### src/rtl/rju_pkg.sv
package rju_pkg;

  localparam int COND_W = 3;

  // flag bit positions within the {N,Z,C,V} status vector
  localparam int FL_N = 3;
  localparam int FL_Z = 2;
  localparam int FL_C = 1;
  localparam int FL_V = 0;
  localparam int FL_W = 4;

  typedef enum logic [COND_W-1:0] {
    JC_ZERO_CLR = 3'b000,
    JC_ZERO_SET = 3'b001,
    JC_CARRY_CLR = 3'b010,
    JC_CARRY_SET = 3'b011,
    JC_NEG       = 3'b100,
    JC_GE        = 3'b101,
    JC_LT        = 3'b110,
    JC_ALWAYS    = 3'b111
  } jcond_e;

  typedef enum logic [1:0] {
    ST_IDLE    = 2'd0,
    ST_EVAL    = 2'd1,
    ST_RESOLVE = 2'd2
  } jstate_e;

endpackage

### src/rtl/rju_cond_eval.sv
module rju_cond_eval
  import rju_pkg::*;
(
  input  logic [COND_W-1:0] cond,
  input  logic [FL_W-1:0]   flags,
  output logic              take
);

  logic fn, fz, fc, fv;
  assign fn = flags[FL_N];
  assign fz = flags[FL_Z];
  assign fc = flags[FL_C];
  assign fv = flags[FL_V];

  always_comb begin
    case (jcond_e'(cond))
      JC_ZERO_CLR:  take = ~fz;
      JC_ZERO_SET:  take = fz;
      JC_CARRY_CLR: take = ~fc;
      JC_CARRY_SET: take = fc;
      JC_NEG:       take = fn;
      JC_GE:        take = ~(fn ^ fv);
      JC_LT:        take = fn ^ fv;
      default:      take = 1'b1;
    endcase
  end

endmodule

### src/rtl/rju_target_gen.sv
module rju_target_gen #(
  parameter int WORD_W = 16,
  parameter int OFFS_W = 10
) (
  input  logic [WORD_W-2:0] pc_word,
  input  logic [OFFS_W-1:0] offset,
  output logic [WORD_W-1:0] target
);

  localparam int EXT_W = WORD_W - 1 - OFFS_W;

  logic [WORD_W-2:0] off_word;
  logic [WORD_W-2:0] sum_word;

  // work in word units: the offset needs no shift, the byte LSB is zero
  generate
    if (EXT_W > 0) begin : g_ext
      assign off_word = {{EXT_W{offset[OFFS_W-1]}}, offset};
    end else begin : g_noext
      assign off_word = offset[WORD_W-2:0];
    end
  endgenerate

  assign sum_word = pc_word + off_word;
  assign target   = {sum_word, 1'b0};

endmodule

### src/rtl/rju_seq.sv
module rju_seq
  import rju_pkg::*;
(
  input  logic clk,
  input  logic rst,
  input  logic start,
  input  logic is_jump,
  output logic load,
  output logic eval_en,
  output logic fin,
  output logic busy
);

  jstate_e state_q;

  assign load    = (state_q == ST_IDLE) && start && is_jump;
  assign eval_en = (state_q == ST_EVAL);
  assign fin     = (state_q == ST_RESOLVE);
  assign busy    = (state_q != ST_IDLE);

  always_ff @(posedge clk) begin
    if (rst) begin
      state_q <= ST_IDLE;
    end else begin
      case (state_q)
        ST_IDLE:    if (load) state_q <= ST_EVAL;
        ST_EVAL:    state_q <= ST_RESOLVE;
        default:    state_q <= ST_IDLE;
      endcase
    end
  end

endmodule

### src/rtl/rel_jump_unit.sv
module rel_jump_unit
  import rju_pkg::*;
#(
  parameter int WORD_W  = 16,
  parameter int OFFS_W  = 10,
  parameter int TAG_W   = 3,
  parameter logic [TAG_W-1:0] JUMP_TAG = 3'b001
) (
  input  logic              clk,
  input  logic              rst,
  input  logic              start,
  input  logic [WORD_W-1:0] instr,
  input  logic [WORD_W-1:0] pc_inc,
  input  logic [3:0]        flags_in,
  output logic              busy,
  output logic              done,
  output logic              taken,
  output logic [WORD_W-1:0] next_pc,
  output logic [3:0]        flags_out
);

  localparam int TAG_LSB  = WORD_W - TAG_W;
  localparam int COND_LSB = OFFS_W;

  logic              is_jump;
  logic              load, eval_en, fin;
  logic [COND_W-1:0] cond_q;
  logic [OFFS_W-1:0] off_q;
  logic [WORD_W-1:0] pc_q;
  logic [FL_W-1:0]   flg_q;
  logic              take_w, take_q;
  logic [WORD_W-1:0] tgt_w, tgt_q;

  assign is_jump = (instr[WORD_W-1:TAG_LSB] == JUMP_TAG);

  rju_seq u_seq (
    .clk     (clk),
    .rst     (rst),
    .start   (start),
    .is_jump (is_jump),
    .load    (load),
    .eval_en (eval_en),
    .fin     (fin),
    .busy    (busy)
  );

  rju_cond_eval u_cond (
    .cond  (cond_q),
    .flags (flg_q),
    .take  (take_w)
  );

  rju_target_gen #(
    .WORD_W (WORD_W),
    .OFFS_W (OFFS_W)
  ) u_tgt (
    .pc_word (pc_q[WORD_W-1:1]),
    .offset  (off_q),
    .target  (tgt_w)
  );

  // stage 0: capture the request
  always_ff @(posedge clk) begin
    if (rst) begin
      cond_q <= '0;
      off_q  <= '0;
      pc_q   <= '0;
      flg_q  <= '0;
    end else if (load) begin
      cond_q <= instr[COND_LSB +: COND_W];
      off_q  <= instr[OFFS_W-1:0];
      pc_q   <= pc_inc;
      flg_q  <= flags_in;
    end
  end

  // stage 1: condition and target
  always_ff @(posedge clk) begin
    if (rst) begin
      take_q <= 1'b0;
      tgt_q  <= '0;
    end else if (eval_en) begin
      take_q <= take_w;
      tgt_q  <= tgt_w;
    end
  end

  // stage 2: registered result
  always_ff @(posedge clk) begin
    if (rst) begin
      done      <= 1'b0;
      taken     <= 1'b0;
      next_pc   <= '0;
      flags_out <= '0;
    end else begin
      done <= fin;
      if (fin) begin
        taken     <= take_q;
        next_pc   <= take_q ? tgt_q : pc_q;
        flags_out <= flg_q;
      end
    end
  end

endmodule

### config.mk
export PLATFORM = sky130hd
export DESIGN_NAME = rel_jump_unit
export DESIGN_NICKNAME = d
export VERILOG_FILES = /design/src/rtl/rju_pkg.sv /design/src/rtl/rju_cond_eval.sv /design/src/rtl/rju_target_gen.sv /design/src/rtl/rju_seq.sv /design/src/rtl/rel_jump_unit.sv
export SDC_FILE = /design/constraint.sdc
export NUM_CORES = 1
export LEC_CHECK = 0
export BUFFER_PORTS_ARGS = -buffer_cell sky130_fd_sc_hd__buf_2
export CAP_MARGIN = 25
export CORE_MARGIN = 5
export CORE_UTILIZATION = 49
export CTS_CLUSTER_DIAMETER = 60
export DETAILED_ROUTE_END_ITERATION = 8
export GPL_TIMING_DRIVEN = 0
export PLACE_DENSITY_LB_ADDON = 0.05
export SETUP_SLACK_MARGIN = 0.3
export SLEW_MARGIN = 15
export SYNTH_ARGS = -nofsm -noshare
export SYNTH_HDL_FRONTEND = slang
export SYNTH_SLANG_ARGS = --single-unit
### constraint.sdc
create_clock -name clk -period 3.95 [get_ports clk]
set_input_delay 0.5925 -clock clk [delete_from_list [all_inputs] [get_ports clk]]
set_output_delay 0.5925 -clock clk [all_outputs]
set_load 0.1 [all_outputs]
# After elaboration in Yosys (flattened, before gate mapping)
# Cells that the tools add are included.
# word_totals
word_cells	35
regBits	73
out_inout_bits	23
# classes
n_bitwise	4
addsub	1
reduce_logical	5
mux	4
n_eq_ne	10
# ops
operator	n
16-bit 2-to-1 mux	1
15-bit adder	1
3-bit equality test, second input constant	3
1-bit one-hot mux with 7 select lines	1
3-bit by 1-bit equality test with 1-bit output, second input constant	2
3-bit by 2-bit equality test with 1-bit output, second input constant	2
2-bit one-hot mux with 2 select lines	1
3-bit zero test	1
1-bit NOT	3
2-bit by 1-bit equality test with 1-bit output, second input constant	1
2-bit equality test, second input constant	1
1-bit logical AND	2
2-bit zero test	1
2-bit 2-to-1 mux	1
2-bit inequality test, second input constant	1
2-bit nonzero test	1
1-bit bitwise XOR	1

# Logic depth before layout (Yosys ltp)
# depth
depth_word	5
mapped_depth	8
ltp_nobuf	8

# Modules after synthesis
# From an unflattened synthesis, not the netlist that was laid out.
# hier_totals
hier_cells	358
hier_area_um2	3517.1
# by_module_without_submodules
module	n_inst	cells_each	area_each_um2
rel_jump_unit	1	252	2680.1
rju_target_gen	1	88	674.4
rju_seq	1	9	85.1
rju_cond_eval	1	9	77.6

# Worst setup path before layout
# No wires, ideal clock.
# synth_timing
path_type	register -> register
start	reg off_q[0]
end	reg tgt_q[9]
t_arrival_ps	1930
slack_ps	1950
stages_incl_launch_ff	9
path_cell_list	dfxtp_1 ha_1 fa_1 a211oi_1 o21ai_1 a31oi_1 xnor2_1 nand2_1 a21oi_1
# synth_via
elab_chain_len	1
# synth_rtl
item	line_no	rtl
start: declaration	rel_jump_unit.sv:28	logic [OFFS_W-1:0] off_q;
start signal: assignment	rel_jump_unit.sv:71	off_q <= instr[OFFS_W-1:0];
15-bit adder	rju_target_gen.sv:24	assign sum_word = pc_word + off_word;
end signal: assignment	rel_jump_unit.sv:84	tgt_q <= tgt_w;
end: declaration	rel_jump_unit.sv:32	logic [WORD_W-1:0] tgt_w, tgt_q;
# Every way passes these cells.
# A chain may end at the register's enable or synchronous reset.

# Final worst setup path
# layout_timing
start	reg pc_q[1]
end	reg tgt_q[9]
# layout_via
elab_chain_len	1
# layout_rtl
item	line_no	rtl
start: declaration	rel_jump_unit.sv:29	logic [WORD_W-1:0] pc_q;
start signal: assignment	rel_jump_unit.sv:72	pc_q <= pc_inc;
15-bit adder	rju_target_gen.sv:24	
# Every way passes these cells.

==> key figures <==
Clock tree
  • Num CTS Buffers: 9
  • CTS tree: done
  • H-tree levels: 3
  • Post-CTS setup buffers: 0
  • CTS Hold Bufs: 0
  • CTS root buf: clkbuf_8
  • CTS clk-pin slew, worst paths: 80 ps
  • # resized after CTS: 0
  • Clock sinks: 73
  • Clk Latency, worst-skew pair: 350 ps
  • Clk buf depth: 2

Yosys
  • YS warnings: 0
  • Mapped Area: 0.00339 mm2
  • Mapped Nets: 462
  • Post-Syn Area per Cell: 8.30 um2
  • Post-Syn Instances: 408
  • Seq cells post-synth: 73
  • Distinct cells, synth: 49
  • Cell taking the most area after synthesis: dfxtp_1
  • Post-synthesis sequential area ratio: 43.1%
  • Synth area leaders: dfxtp_1 43%, nand2_1 11%, a21oi_1 8.1%
  • Number of synthesized flops with an enable pin: 0
  • Synth top area share: 43.1%
  • Primary FF master, synth: dfxtp_1
  • Ys async rst share: 0%

Cells and area
  • Share of post-route cells with drive strength above 1: 18.6%
  • Highest-count cells in the layout ignoring fill and taps: 98 x nand2_1, 73 x dfxtp_1, 63 x buf_2, 55 x a21oi_1, 29 x nor2_1
  • Leading cell type in the layout, fill and taps excluded: nand2_1
  • Filler Cell Count: 693
  • Final nets: 533
  • # diodes: 0
  • Post-layout utilization of the core: 59.3%
  • Finished Cell Area: 0.00401 mm2
  • Area Growth Syn to Fin: 18.3%

Timing
  • Slew Limit Fails: 0
  • Setup_tns: 0 ps
  • Hold Vio Cnt, Final: 0
  • F_max: 437 MHz
  • RSZ-0062 raised after global routing: false
  • Worst hold slack: 451 ps
  • Final min period: 2290 ps
  • Max_slew headroom: 56.3%
  • Crit share post-route: 57.9%
  • Post-Route Skew: 9.42 ps
  • Final setup violation count: 0
  • Least-Margin Pin Slew: 655 ps

Routing
  • DRC Markers: 0
  • DR vias: 2969
  • Routed length per instance: 15.3 um
  • Routed wire length: 8650 um
  • Post-route antenna net violation count: 0
  • Via density: 5.26
  • Drt first-iter violations: 151
  • DR pass1 iterations: 4

Placed design
  • Placed cell area: 0.00379 mm2
  • HPWL Detailed: 6430 um
  • Final Wtd Congestion: 0.850
  • Port Buffers: 60

Global routing
  • Initial antenna violation count: 0
  • Pin count of the biggest net entering global routing: 13
  • First-pass GRT wire length: 13600 um
  • All-Layer GR Usage: 20.4%
  • Vias in the first global route: 2803
  • Global route overflow: 0

Hold path
  • Worst Hold Class: reg -> reg

Die
  • Overall die height: 93.1 um
  • Ports: 62
  • Core area: 0.00676 mm2
  • Die area: 0.00868 mm2
  • Die width: 93.1 um
  • Rows: 30
  • Starting Density: 50.1%

Run
  • Max cap viols: 0

Worst setup path
  • Worst path required time: 4220 ps
  • Critical Path Source Type: flop
  • WS Path Type: reg -> reg
  • Critical path peak fanout: 3
  • Crit. End Element: flop
  • Crit path DAT: 2560 ps

Outcome
  • Status: finished clean

Power
  • Leak pwr: 0.00154 uW
  • Pwr dens: 377 mW/mm2
  • VDD IR max: 207 uV
[final cells by class]
cell class | count | area, um2 | area share, %
multi-input combinational | 306 | 1780 | 44.5
sequential | 73 | 1460 | 36.5
timing repair buffer | 60 | 300 | 7.49
clock buffer | 11 | 141 | 3.53
buffer | 25 | 129 | 3.22
tap | 80 | 100 | 2.50
clock inverter | 5 | 78.8 | 1.97
inverter | 4 | 15.0 | 0.375
[kinds of logic after synthesis]
| group | after synthesis | synth area share, % |
|---|---|---|
| AOI/OAI and AO/OA | 108 | 19.4 |
| DFF | 73 | 43.1 |
| buffers and inverters | 29 | 4.25 |
| and+or+nand+nor | 157 | 20.2 |
| xor gates and xnor gates | 10 | 2.59 |
| muxes | 16 | 4.73 |
| adders and majority gates | 15 | 5.76 |
[stage by stage]
stage          worst slack, ps  total power, uW  cells
2_1_floorplan             1950              838    408
3_3_place_gp              1700              877    548
3_5_place_dp              1670              878    548
4_1_cts                   1640             1520    564
5_1_grt                   1470             1560    564
6_report                  1660             1510    564
[synthesized netlist by cell type (5+ instances only)]
cell type	instances
nor2_1	29
clkbuf_1	13
nand2_1	98
a211oi_1	20
a21oi_1	55
ha_1	14
o21ai_0	11
dfxtp_1	73
nor2b_1	5
mux2i_1	16
xnor2_1	6
[registers in the layout, summed over array words and instances (netlist names)]
name and flops:
next_pc 16, pc_q 16, tgt_q 15, off_q 10
flags_out 4, flg_q 4, cond_q 3, u_seq.state_q 2
done 1, take_q 1, taken 1
[per-layer routing]
layer | vias up | global-route usage [%] | routed length [um]
met5 | - | 0 | 0
met4 | 0 | 8.06 | 121
met3 | 11 | 3.54 | 526
met2 | 84 | 32.5 | 3900
met1 | 1325 | 27.6 | 4100
li1 | 1549 | - | -
[power by group]
group	internal [uW]	switching [uW]
clock network	372	276
registers	746	8.78
logic	38.0	68.2
total	1160	353
[path summary, 6_finish.rpt]
kind / start / to / slack (ps) / cells past startpoint
worst min-delay path: next_pc[0] / next_pc[0] / 450 / 2
worst max-delay path: pc_q[1] / tgt_q[9] / 1660 / 8
worst max register to register: pc_q[1] / tgt_q[9] / 1660 / 8
worst min register to register: next_pc[0] / next_pc[0] / 450 / 2
[critical path, stage by stage (launching register included)]
cell	delay, ps
dfxtp_1	350
ha_1	220
fa_1	440
a211oi_1	320
o21ai_1	160
a31oi_1	340
xnor2_1	160
nand2_1	70
a21oi_1	150
(Power assumes the default switching activity.)
